[src/rtl/drt_pkg.sv]
package drt_pkg;

   localparam int unsigned MODE_W = 3;

   // Oscillator mode codes; the delay class depends on these values.
   localparam logic [MODE_W-1:0] MODE_XTAL_LP  = 3'd0;
   localparam logic [MODE_W-1:0] MODE_XTAL_STD = 3'd1;
   localparam logic [MODE_W-1:0] MODE_XTAL_HS  = 3'd2;
   localparam logic [MODE_W-1:0] MODE_EXT_CLK  = 3'd3;
   localparam logic [MODE_W-1:0] MODE_INT_OSC  = 3'd4;
   localparam logic [MODE_W-1:0] MODE_EXT_RC   = 3'd5;

   typedef enum logic [1:0] {
      DLY_LONG  = 2'd0,
      DLY_MID   = 2'd1,
      DLY_SHORT = 2'd2
   } dly_class_e;

   typedef enum logic [1:0] {
      ST_HOLD     = 2'd0,
      ST_WAIT_PIN = 2'd1,
      ST_COUNT    = 2'd2,
      ST_RUN      = 2'd3
   } hold_state_e;

   // Fast-start modes get a power-on / later split; everything else is long.
   function automatic dly_class_e classify(input logic [MODE_W-1:0] mode,
                                           input logic              por);
      dly_class_e cls;
      case (mode)
         MODE_EXT_CLK, MODE_INT_OSC, MODE_EXT_RC:
            cls = por ? DLY_MID : DLY_SHORT;
         default:
            cls = DLY_LONG;
      endcase
      return cls;
   endfunction

endpackage

[src/rtl/drt_pin_sync.sv]
module drt_pin_sync #(
   parameter int unsigned STAGES = 2
) (
   input  logic clk_i,
   input  logic rst_ni,
   input  logic pin_i,
   output logic pin_o
);

   if (STAGES == 0) begin : g_bypass
      assign pin_o = pin_i;
   end else begin : g_chain
      logic [STAGES-1:0] sync_q;

      always_ff @(posedge clk_i or negedge rst_ni) begin
         if (!rst_ni) sync_q[0] <= 1'b0;
         else         sync_q[0] <= pin_i;
      end

      for (genvar i = 1; i < STAGES; i++) begin : g_stage
         always_ff @(posedge clk_i or negedge rst_ni) begin
            if (!rst_ni) sync_q[i] <= 1'b0;
            else         sync_q[i] <= sync_q[i-1];
         end
      end

      assign pin_o = sync_q[STAGES-1];
   end

endmodule

[src/rtl/drt_class_latch.sv]
module drt_class_latch
   import drt_pkg::*;
#(
   parameter int unsigned LONG_TICKS  = 1800,
   parameter int unsigned MID_TICKS   = 113,
   parameter int unsigned SHORT_TICKS = 1,
   parameter bit          STORE_LIMIT = 1'b0,
   parameter int unsigned CNT_W       = $clog2(LONG_TICKS + 1)
) (
   input  logic              clk_i,
   input  logic              rst_ni,
   input  logic              trig_i,
   input  logic              por_i,
   input  logic [MODE_W-1:0] mode_i,
   output logic [CNT_W-1:0]  limit_o
);

   localparam logic [CNT_W-1:0] LIM_LONG  = CNT_W'(LONG_TICKS);
   localparam logic [CNT_W-1:0] LIM_MID   = CNT_W'(MID_TICKS);
   localparam logic [CNT_W-1:0] LIM_SHORT = CNT_W'(SHORT_TICKS);

   function automatic logic [CNT_W-1:0] class_limit(input dly_class_e cls);
      logic [CNT_W-1:0] lim;
      case (cls)
         DLY_MID:   lim = LIM_MID;
         DLY_SHORT: lim = LIM_SHORT;
         default:   lim = LIM_LONG;
      endcase
      return lim;
   endfunction

   dly_class_e new_cls;
   assign new_cls = classify(mode_i, por_i);

   if (STORE_LIMIT) begin : g_store_limit
      // Wide register, no decode between it and the counter compare.
      logic [CNT_W-1:0] lim_q;
      always_ff @(posedge clk_i or negedge rst_ni) begin
         if (!rst_ni)     lim_q <= LIM_LONG;
         else if (trig_i) lim_q <= class_limit(new_cls);
      end
      assign limit_o = lim_q;
   end else begin : g_store_class
      // Two-bit register, limit decoded behind it.
      dly_class_e cls_q;
      always_ff @(posedge clk_i or negedge rst_ni) begin
         if (!rst_ni)     cls_q <= DLY_LONG;
         else if (trig_i) cls_q <= new_cls;
      end
      assign limit_o = class_limit(cls_q);
   end

   // the captured hold-off only changes on a trigger edge
   a_r10_limit_held: assert property (@(posedge clk_i) disable iff (!rst_ni)
      !trig_i |=> $stable(limit_o));

   // a long-class capture yields the long limit
   a_r2_long_capture: assert property (@(posedge clk_i) disable iff (!rst_ni)
      (trig_i && new_cls == DLY_LONG) |=> limit_o == LIM_LONG);

endmodule

[src/rtl/drt_tick_counter.sv]
module drt_tick_counter #(
   parameter int unsigned CNT_W = 8
) (
   input  logic             clk_i,
   input  logic             rst_ni,
   input  logic             step_i,
   input  logic [CNT_W-1:0] limit_i,
   output logic             done_o
);

   logic [CNT_W-1:0] cnt_q;
   logic             last_tick;

   assign last_tick = (cnt_q == limit_i - CNT_W'(1));
   assign done_o    = step_i && last_tick;

   // Any cycle without a step clears the count, so each run starts at zero.
   always_ff @(posedge clk_i or negedge rst_ni) begin
      if (!rst_ni)                  cnt_q <= '0;
      else if (step_i && !last_tick) cnt_q <= cnt_q + CNT_W'(1);
      else                          cnt_q <= '0;
   end

   // while stepping the count never reaches the limit
   a_r6_cnt_below_limit: assert property (@(posedge clk_i) disable iff (!rst_ni)
      step_i |-> cnt_q < limit_i);

   // a pause in stepping leaves the counter at zero
   a_r9_cnt_restart: assert property (@(posedge clk_i) disable iff (!rst_ni)
      !step_i |=> cnt_q == '0);

endmodule

[src/rtl/drt_hold_timer.sv]
module drt_hold_timer
   import drt_pkg::*;
#(
   parameter int unsigned LONG_TICKS  = 1800,
   parameter int unsigned MID_TICKS   = 113,
   parameter int unsigned SHORT_TICKS = 1,
   parameter int unsigned SYNC_STAGES = 2,
   parameter bit          STORE_LIMIT = 1'b0
) (
   input  logic              clk_i,
   input  logic              rst_ni,
   input  logic              trig_i,
   input  logic              trig_por_i,
   input  logic [MODE_W-1:0] osc_mode_i,
   input  logic              rst_pin_i,
   output logic              core_rst_o
);

   localparam int unsigned CNT_W = $clog2(LONG_TICKS + 1);

   if (SHORT_TICKS < 1) begin : g_chk_short
      $error("SHORT_TICKS must be at least 1");
   end
   if (MID_TICKS < SHORT_TICKS || LONG_TICKS < MID_TICKS) begin : g_chk_order
      $error("tick counts must satisfy LONG >= MID >= SHORT");
   end
   if (SYNC_STAGES > 4) begin : g_chk_sync
      $error("SYNC_STAGES above 4 is not supported");
   end

   logic             pin_ok;
   logic [CNT_W-1:0] limit;
   logic             cnt_step;
   logic             cnt_done;
   hold_state_e      state_q, state_d;

   drt_pin_sync #(.STAGES(SYNC_STAGES)) u_pin_sync (
      .clk_i  (clk_i),
      .rst_ni (rst_ni),
      .pin_i  (rst_pin_i),
      .pin_o  (pin_ok)
   );

   drt_class_latch #(
      .LONG_TICKS  (LONG_TICKS),
      .MID_TICKS   (MID_TICKS),
      .SHORT_TICKS (SHORT_TICKS),
      .STORE_LIMIT (STORE_LIMIT),
      .CNT_W       (CNT_W)
   ) u_class (
      .clk_i   (clk_i),
      .rst_ni  (rst_ni),
      .trig_i  (trig_i),
      .por_i   (trig_por_i),
      .mode_i  (osc_mode_i),
      .limit_o (limit)
   );

   // Count only in COUNT, with the pin still high and no new event.
   assign cnt_step = (state_q == ST_COUNT) && pin_ok && !trig_i;

   drt_tick_counter #(.CNT_W(CNT_W)) u_counter (
      .clk_i   (clk_i),
      .rst_ni  (rst_ni),
      .step_i  (cnt_step),
      .limit_i (limit),
      .done_o  (cnt_done)
   );

   always_comb begin
      state_d = state_q;
      if (trig_i) begin
         state_d = ST_WAIT_PIN;
      end else begin
         case (state_q)
            ST_HOLD:     state_d = ST_HOLD;
            ST_WAIT_PIN: if (pin_ok) state_d = ST_COUNT;
            ST_COUNT: begin
               if (!pin_ok)      state_d = ST_WAIT_PIN;
               else if (cnt_done) state_d = ST_RUN;
            end
            ST_RUN:      if (!pin_ok) state_d = ST_WAIT_PIN;
            default:     state_d = ST_HOLD;
         endcase
      end
   end

   always_ff @(posedge clk_i or negedge rst_ni) begin
      if (!rst_ni) state_q <= ST_HOLD;
      else         state_q <= state_d;
   end

   assign core_rst_o = (state_q != ST_RUN);

   // every event puts the core into reset on the next tick
   a_r9_trig_holds: assert property (@(posedge clk_i) disable iff (!rst_ni)
      trig_i |=> core_rst_o);

   // a low synchronized pin keeps or puts the core in reset
   a_r8_pin_low_holds: assert property (@(posedge clk_i) disable iff (!rst_ni)
      !pin_ok |=> core_rst_o);

   // release only comes from the counter finishing
   a_r6_release_on_done: assert property (@(posedge clk_i) disable iff (!rst_ni)
      $fell(core_rst_o) |-> $past(cnt_done));

   // released core stays released while quiet
   a_r11_run_stays: assert property (@(posedge clk_i) disable iff (!rst_ni)
      (!core_rst_o && !trig_i && pin_ok) |=> !core_rst_o);

   // without an event the timer never leaves its hold state
   a_r1_hold_idle: assert property (@(posedge clk_i) disable iff (!rst_ni)
      (state_q == ST_HOLD && !trig_i) |=> state_q == ST_HOLD);

endmodule

[config.mk]
export PLATFORM = sky130hd
export DESIGN_NAME = drt_hold_timer
export DESIGN_NICKNAME = d
export VERILOG_FILES = /design/src/rtl/drt_pkg.sv /design/src/rtl/drt_pin_sync.sv /design/src/rtl/drt_class_latch.sv /design/src/rtl/drt_tick_counter.sv /design/src/rtl/drt_hold_timer.sv
export SDC_FILE = /design/constraint.sdc
export NUM_CORES = 1
export LEC_CHECK = 0
export BUFFER_PORTS_ARGS = -buffer_cell sky130_fd_sc_hd__buf_4
export CORE_MARGIN = 2
export CORE_UTILIZATION = 40
export DETAILED_ROUTE_END_ITERATION = 6
export GPL_TIMING_DRIVEN = 0
export PLACE_DENSITY = 0.57
export SYNTH_ARGS = -nofsm -noshare
export SYNTH_HDL_FRONTEND = slang
export SYNTH_HIERARCHICAL = 1
export SYNTH_SLANG_ARGS = --single-unit
[constraint.sdc]
create_clock -name clk_i -period 5 [get_ports clk_i]
set_input_delay 0.25 -clock clk_i [delete_from_list [all_inputs] [get_ports clk_i]]
set_output_delay 0.25 -clock clk_i [all_outputs]
set_load 0.005 [all_outputs]
==> impl_results.md <==
- Status: completed
- Share of layout cells above drive strength 1: 0.2378
- WL/cell: 13.57 um
- Power density cells: between 200 and 250 mW/mm2
- DR vias: approximately 1,100
- Initial drt markers: 73
- Clock root buffer: clkbuf_4
- Max-cap violations: 0
- Area Overhead vs Synth: 11.64%
- Antenna diodes: 0
- Detailed Place HPWL: between 2 and 2.5 mm
- Post-synth top area cell: dfrtp_1
- Clock buffer depth: 2
- Crit end category: flip-flop
- LEAKAGE: roughly 0.58 nW
- Total Nets Final: between 150 and 200
- Total GRT Usage: 0.1582
- CP max FO: 10
- Die height: ~63 um
- Yosys reg bits: 17
- Routed Antenna Nets: 0
- Tmin final: around 3300 ps
- CP Launch Point: u_class/g_store_class.cls_q[0]
- Largest net degree at the start of global routing: 18
- Dpl ws: between 1500 and 2000 ps
- Distinct cells, synth: 48
- Critical path type: flip-flop to flip-flop
- Num CTS Buffers: 3
- Top sig layer: met4
- Yosys warning count: 6
- GR Overflow Total: 0
- Initial antenna violation count: 0
- Area occupied by multi-input gates: 837.1 um2
- Worst min-delay path category: input pin to flip-flop
- Die ar.: 0.003953 mm2
- Number of flops mapped to enable cells by yosys: 0
- Startpoint Class: flip-flop
- CP Cell Sequence: ha_1, inv_1, inv_1, ha_1, clkbuf_1, o21ai_0, nor4_1, a2111o_1, o2111ai_1, nor4b_1, nor4b_2, a21oi_1
- Commonest cells in the synthesized netlist: 17 x dfrtp_1, 13 x xnor2_1, 11 x nand2_1
- Worst slew margin: 0.5668
- Fin crit share: 0.6634
- Hold wc startpoint: rst_pin_i
- Routability cong.: ~0.9
- Share of the synthesized area in the top cell type: 0.3069
- Final routed DRC violation total: 0
- Filler Cell Count: around 340
- Mean post-synth cell area: ~9.3 um2
- Metal-1 WL: ~1.5 mm
- Worst-Margin Slew: 649.7 ps
- Post-CTS setup buffer count: 0
- Most common cell in the synthesized netlist: dfrtp_1
- # resized after CTS: 0
- Vias in the first global route: between 1,000 and 1,500
- CTS Sinks: 17
- Max VDD drop: 0.1526 mV
- Peak Freq: around 300 MHz
- I/O pins: 9
- Final Setup Violations: 0
- Via/cell ratio: around 5.3
- Number of H-tree levels: 1
- Register area: roughly 430 um2
- Worst-Skew Late Latency: ~280 ps
- Fin Hold WS: around 69 ps
- DRT Pass-1 Iters: 4
- Starting Density: 0.4154
- FFs w/ async S/R, synth: 1.000
- Core Util, Final: 0.4638
- Biggest cell delay along the critical path: ~540 ps
- Worst path required time: roughly 5200 ps
- Post-Syn Area: ~0.0014 mm2
- Total power draw: slightly above 300 uW
- Cell Rows: 21
- Worst clock skew: about 3.7 ps
- Top FF cell, synth: dfrtp_1
- RR Startpoint: u_class/g_store_class.cls_q[0]
- Buffers on Ports: 8
- Cells after Synth: between 100 and 150
- Die X: 62.87 um
- Setup TNS: 0 ps
- Slowest-stage cell, CP: ha_1
- RSZ-0062 raised after global routing: false
- First-pass GRT wire length: 5.078 mm
- Core ar.: roughly 0.0033 mm2
- Final Hold Vio Count: 0
- Clk pin slew, worst setup/hold paths: about 90 ps
- Setup ws final: about 1700 ps
- Synth top area cells: dfrtp_1 31%, xnor2_1 8.2%, a211oi_2 8.1%
- Max-slew violation count: 0
- Crit path DAT: around 3500 ps
- Met2 Wirelength: 1.326 mm
- Final WL: 2.850 mm
- Seq/Total Area, Yosys: 0.3069
- CTS tree: yes
- Metal3 WL: 32 um
-- report_power, final --
part	switching [mW]	leakage (nW)	total, mW	internal [mW]
sequential	0.00280	0.227	0.144	0.141
combinational	0.0537	0.337	0.0960	0.0423
clock	0.0405	0.0150	0.0714	0.0309
total	0.0969	0.579	0.311	0.214
-- path summary, 6_finish.rpt --
kind	slack (ps)	end	cells past startpoint
worst max-delay path	1680	state_q[0]	12
worst min-delay path	70	u_pin_sync/g_chain.sync_q[0]	1
worst max register to register	1680	state_q[0]	12
worst min register to register	360	u_pin_sync/pin_o	0
max in group asynchronous	4440	u_counter/cnt_q[3]	2
min in group asynchronous	370	u_counter/cnt_q[4]	2
-- logic make-up after synthesis --
kind of cell               Yosys count  share of synthesized area
adders and majority gates            3                    0.02708
other                                1                   0.002705
and+or+nand+nor                     55                     0.2374
xor gates and xnor gates            20                     0.1264
buffers and inverters               22                    0.09476
DFF                                 17                     0.3069
AOI/OAI and AO/OA                   30                     0.1968
muxes                                1                   0.008122
-- repair_timing --
| item | 4_1_cts | 5_1_grt |
|---|---|---|
| hold buffers | 1 | 0 |
| endpoints found under the setup margin | 0 | 0 |
| hold endpoints to repair | 17 | 0 |
-- metal layers --
metal  vias to the layer above  track usage
met5                         -            0
met1                       538       0.2121
met2                         8       0.2699
li1                        557            -
met3                         2      0.01081
met4                         0      0.05000
-- registers in the layout, indices dropped and copies added, names as in the netlist --
register,count
state_q,2
u_class/g_store_class.cls_q,2
u_counter/cnt_q,11
u_pin_sync/g_chain.sync_q,1
u_pin_sync/pin_o,1
-- area by class of cell --
cell class                 instances  share of cell area
buffer                            15             0.06791
timing repair buffer               9             0.04527
sequential                        17              0.2749
multi-input combinational        112              0.5408
tap                               46             0.03719
inverter                           7             0.01698
clock buffer                       4             0.01698
-- layout by cell type (no fill, tap or decap), types with 2 or more instances in the layout --
| cell | n |
|---|---|
| clkbuf_4 | 3 |
| ha_1 | 3 |
| xnor2_1 | 13 |
| buf_6 | 2 |
| o211ai_1 | 2 |
| dfrtp_1 | 17 |
| nand2_1 | 11 |
| o21ai_0 | 2 |
| a21oi_1 | 2 |
| nand2b_1 | 3 |
| o22ai_1 | 2 |
| o2111ai_1 | 2 |
| or2_2 | 2 |
| clkbuf_1 | 4 |
| xor2_1 | 7 |
| buf_4 | 17 |
| nor2_1 | 9 |
| a211oi_2 | 9 |
| nand3_1 | 5 |
| nor3b_1 | 2 |
| inv_1 | 7 |
| nor3_1 | 6 |
| conb_1 | 3 |
| nor4_1 | 3 |
| and3_1 | 3 |
-- worst max-delay path: cells and delay by family (launching register included) --
family	cells	cell delay, ps
and+or+nand+nor	3	830
adders and majority gates	2	680
buffers and inverters	3	670
AOI/OAI and AO/OA	4	670
DFF	1	390
-- stage by stage --
stage | std cells | instance area [um2]
after global placement | 205 | 1511
after detailed placement | 205 | 1511
after floorplan | 151 | 1394
final | 210 | 1548
after global routing | 210 | 1548
after CTS | 210 | 1548
Power figures use the tool's default switching activity.
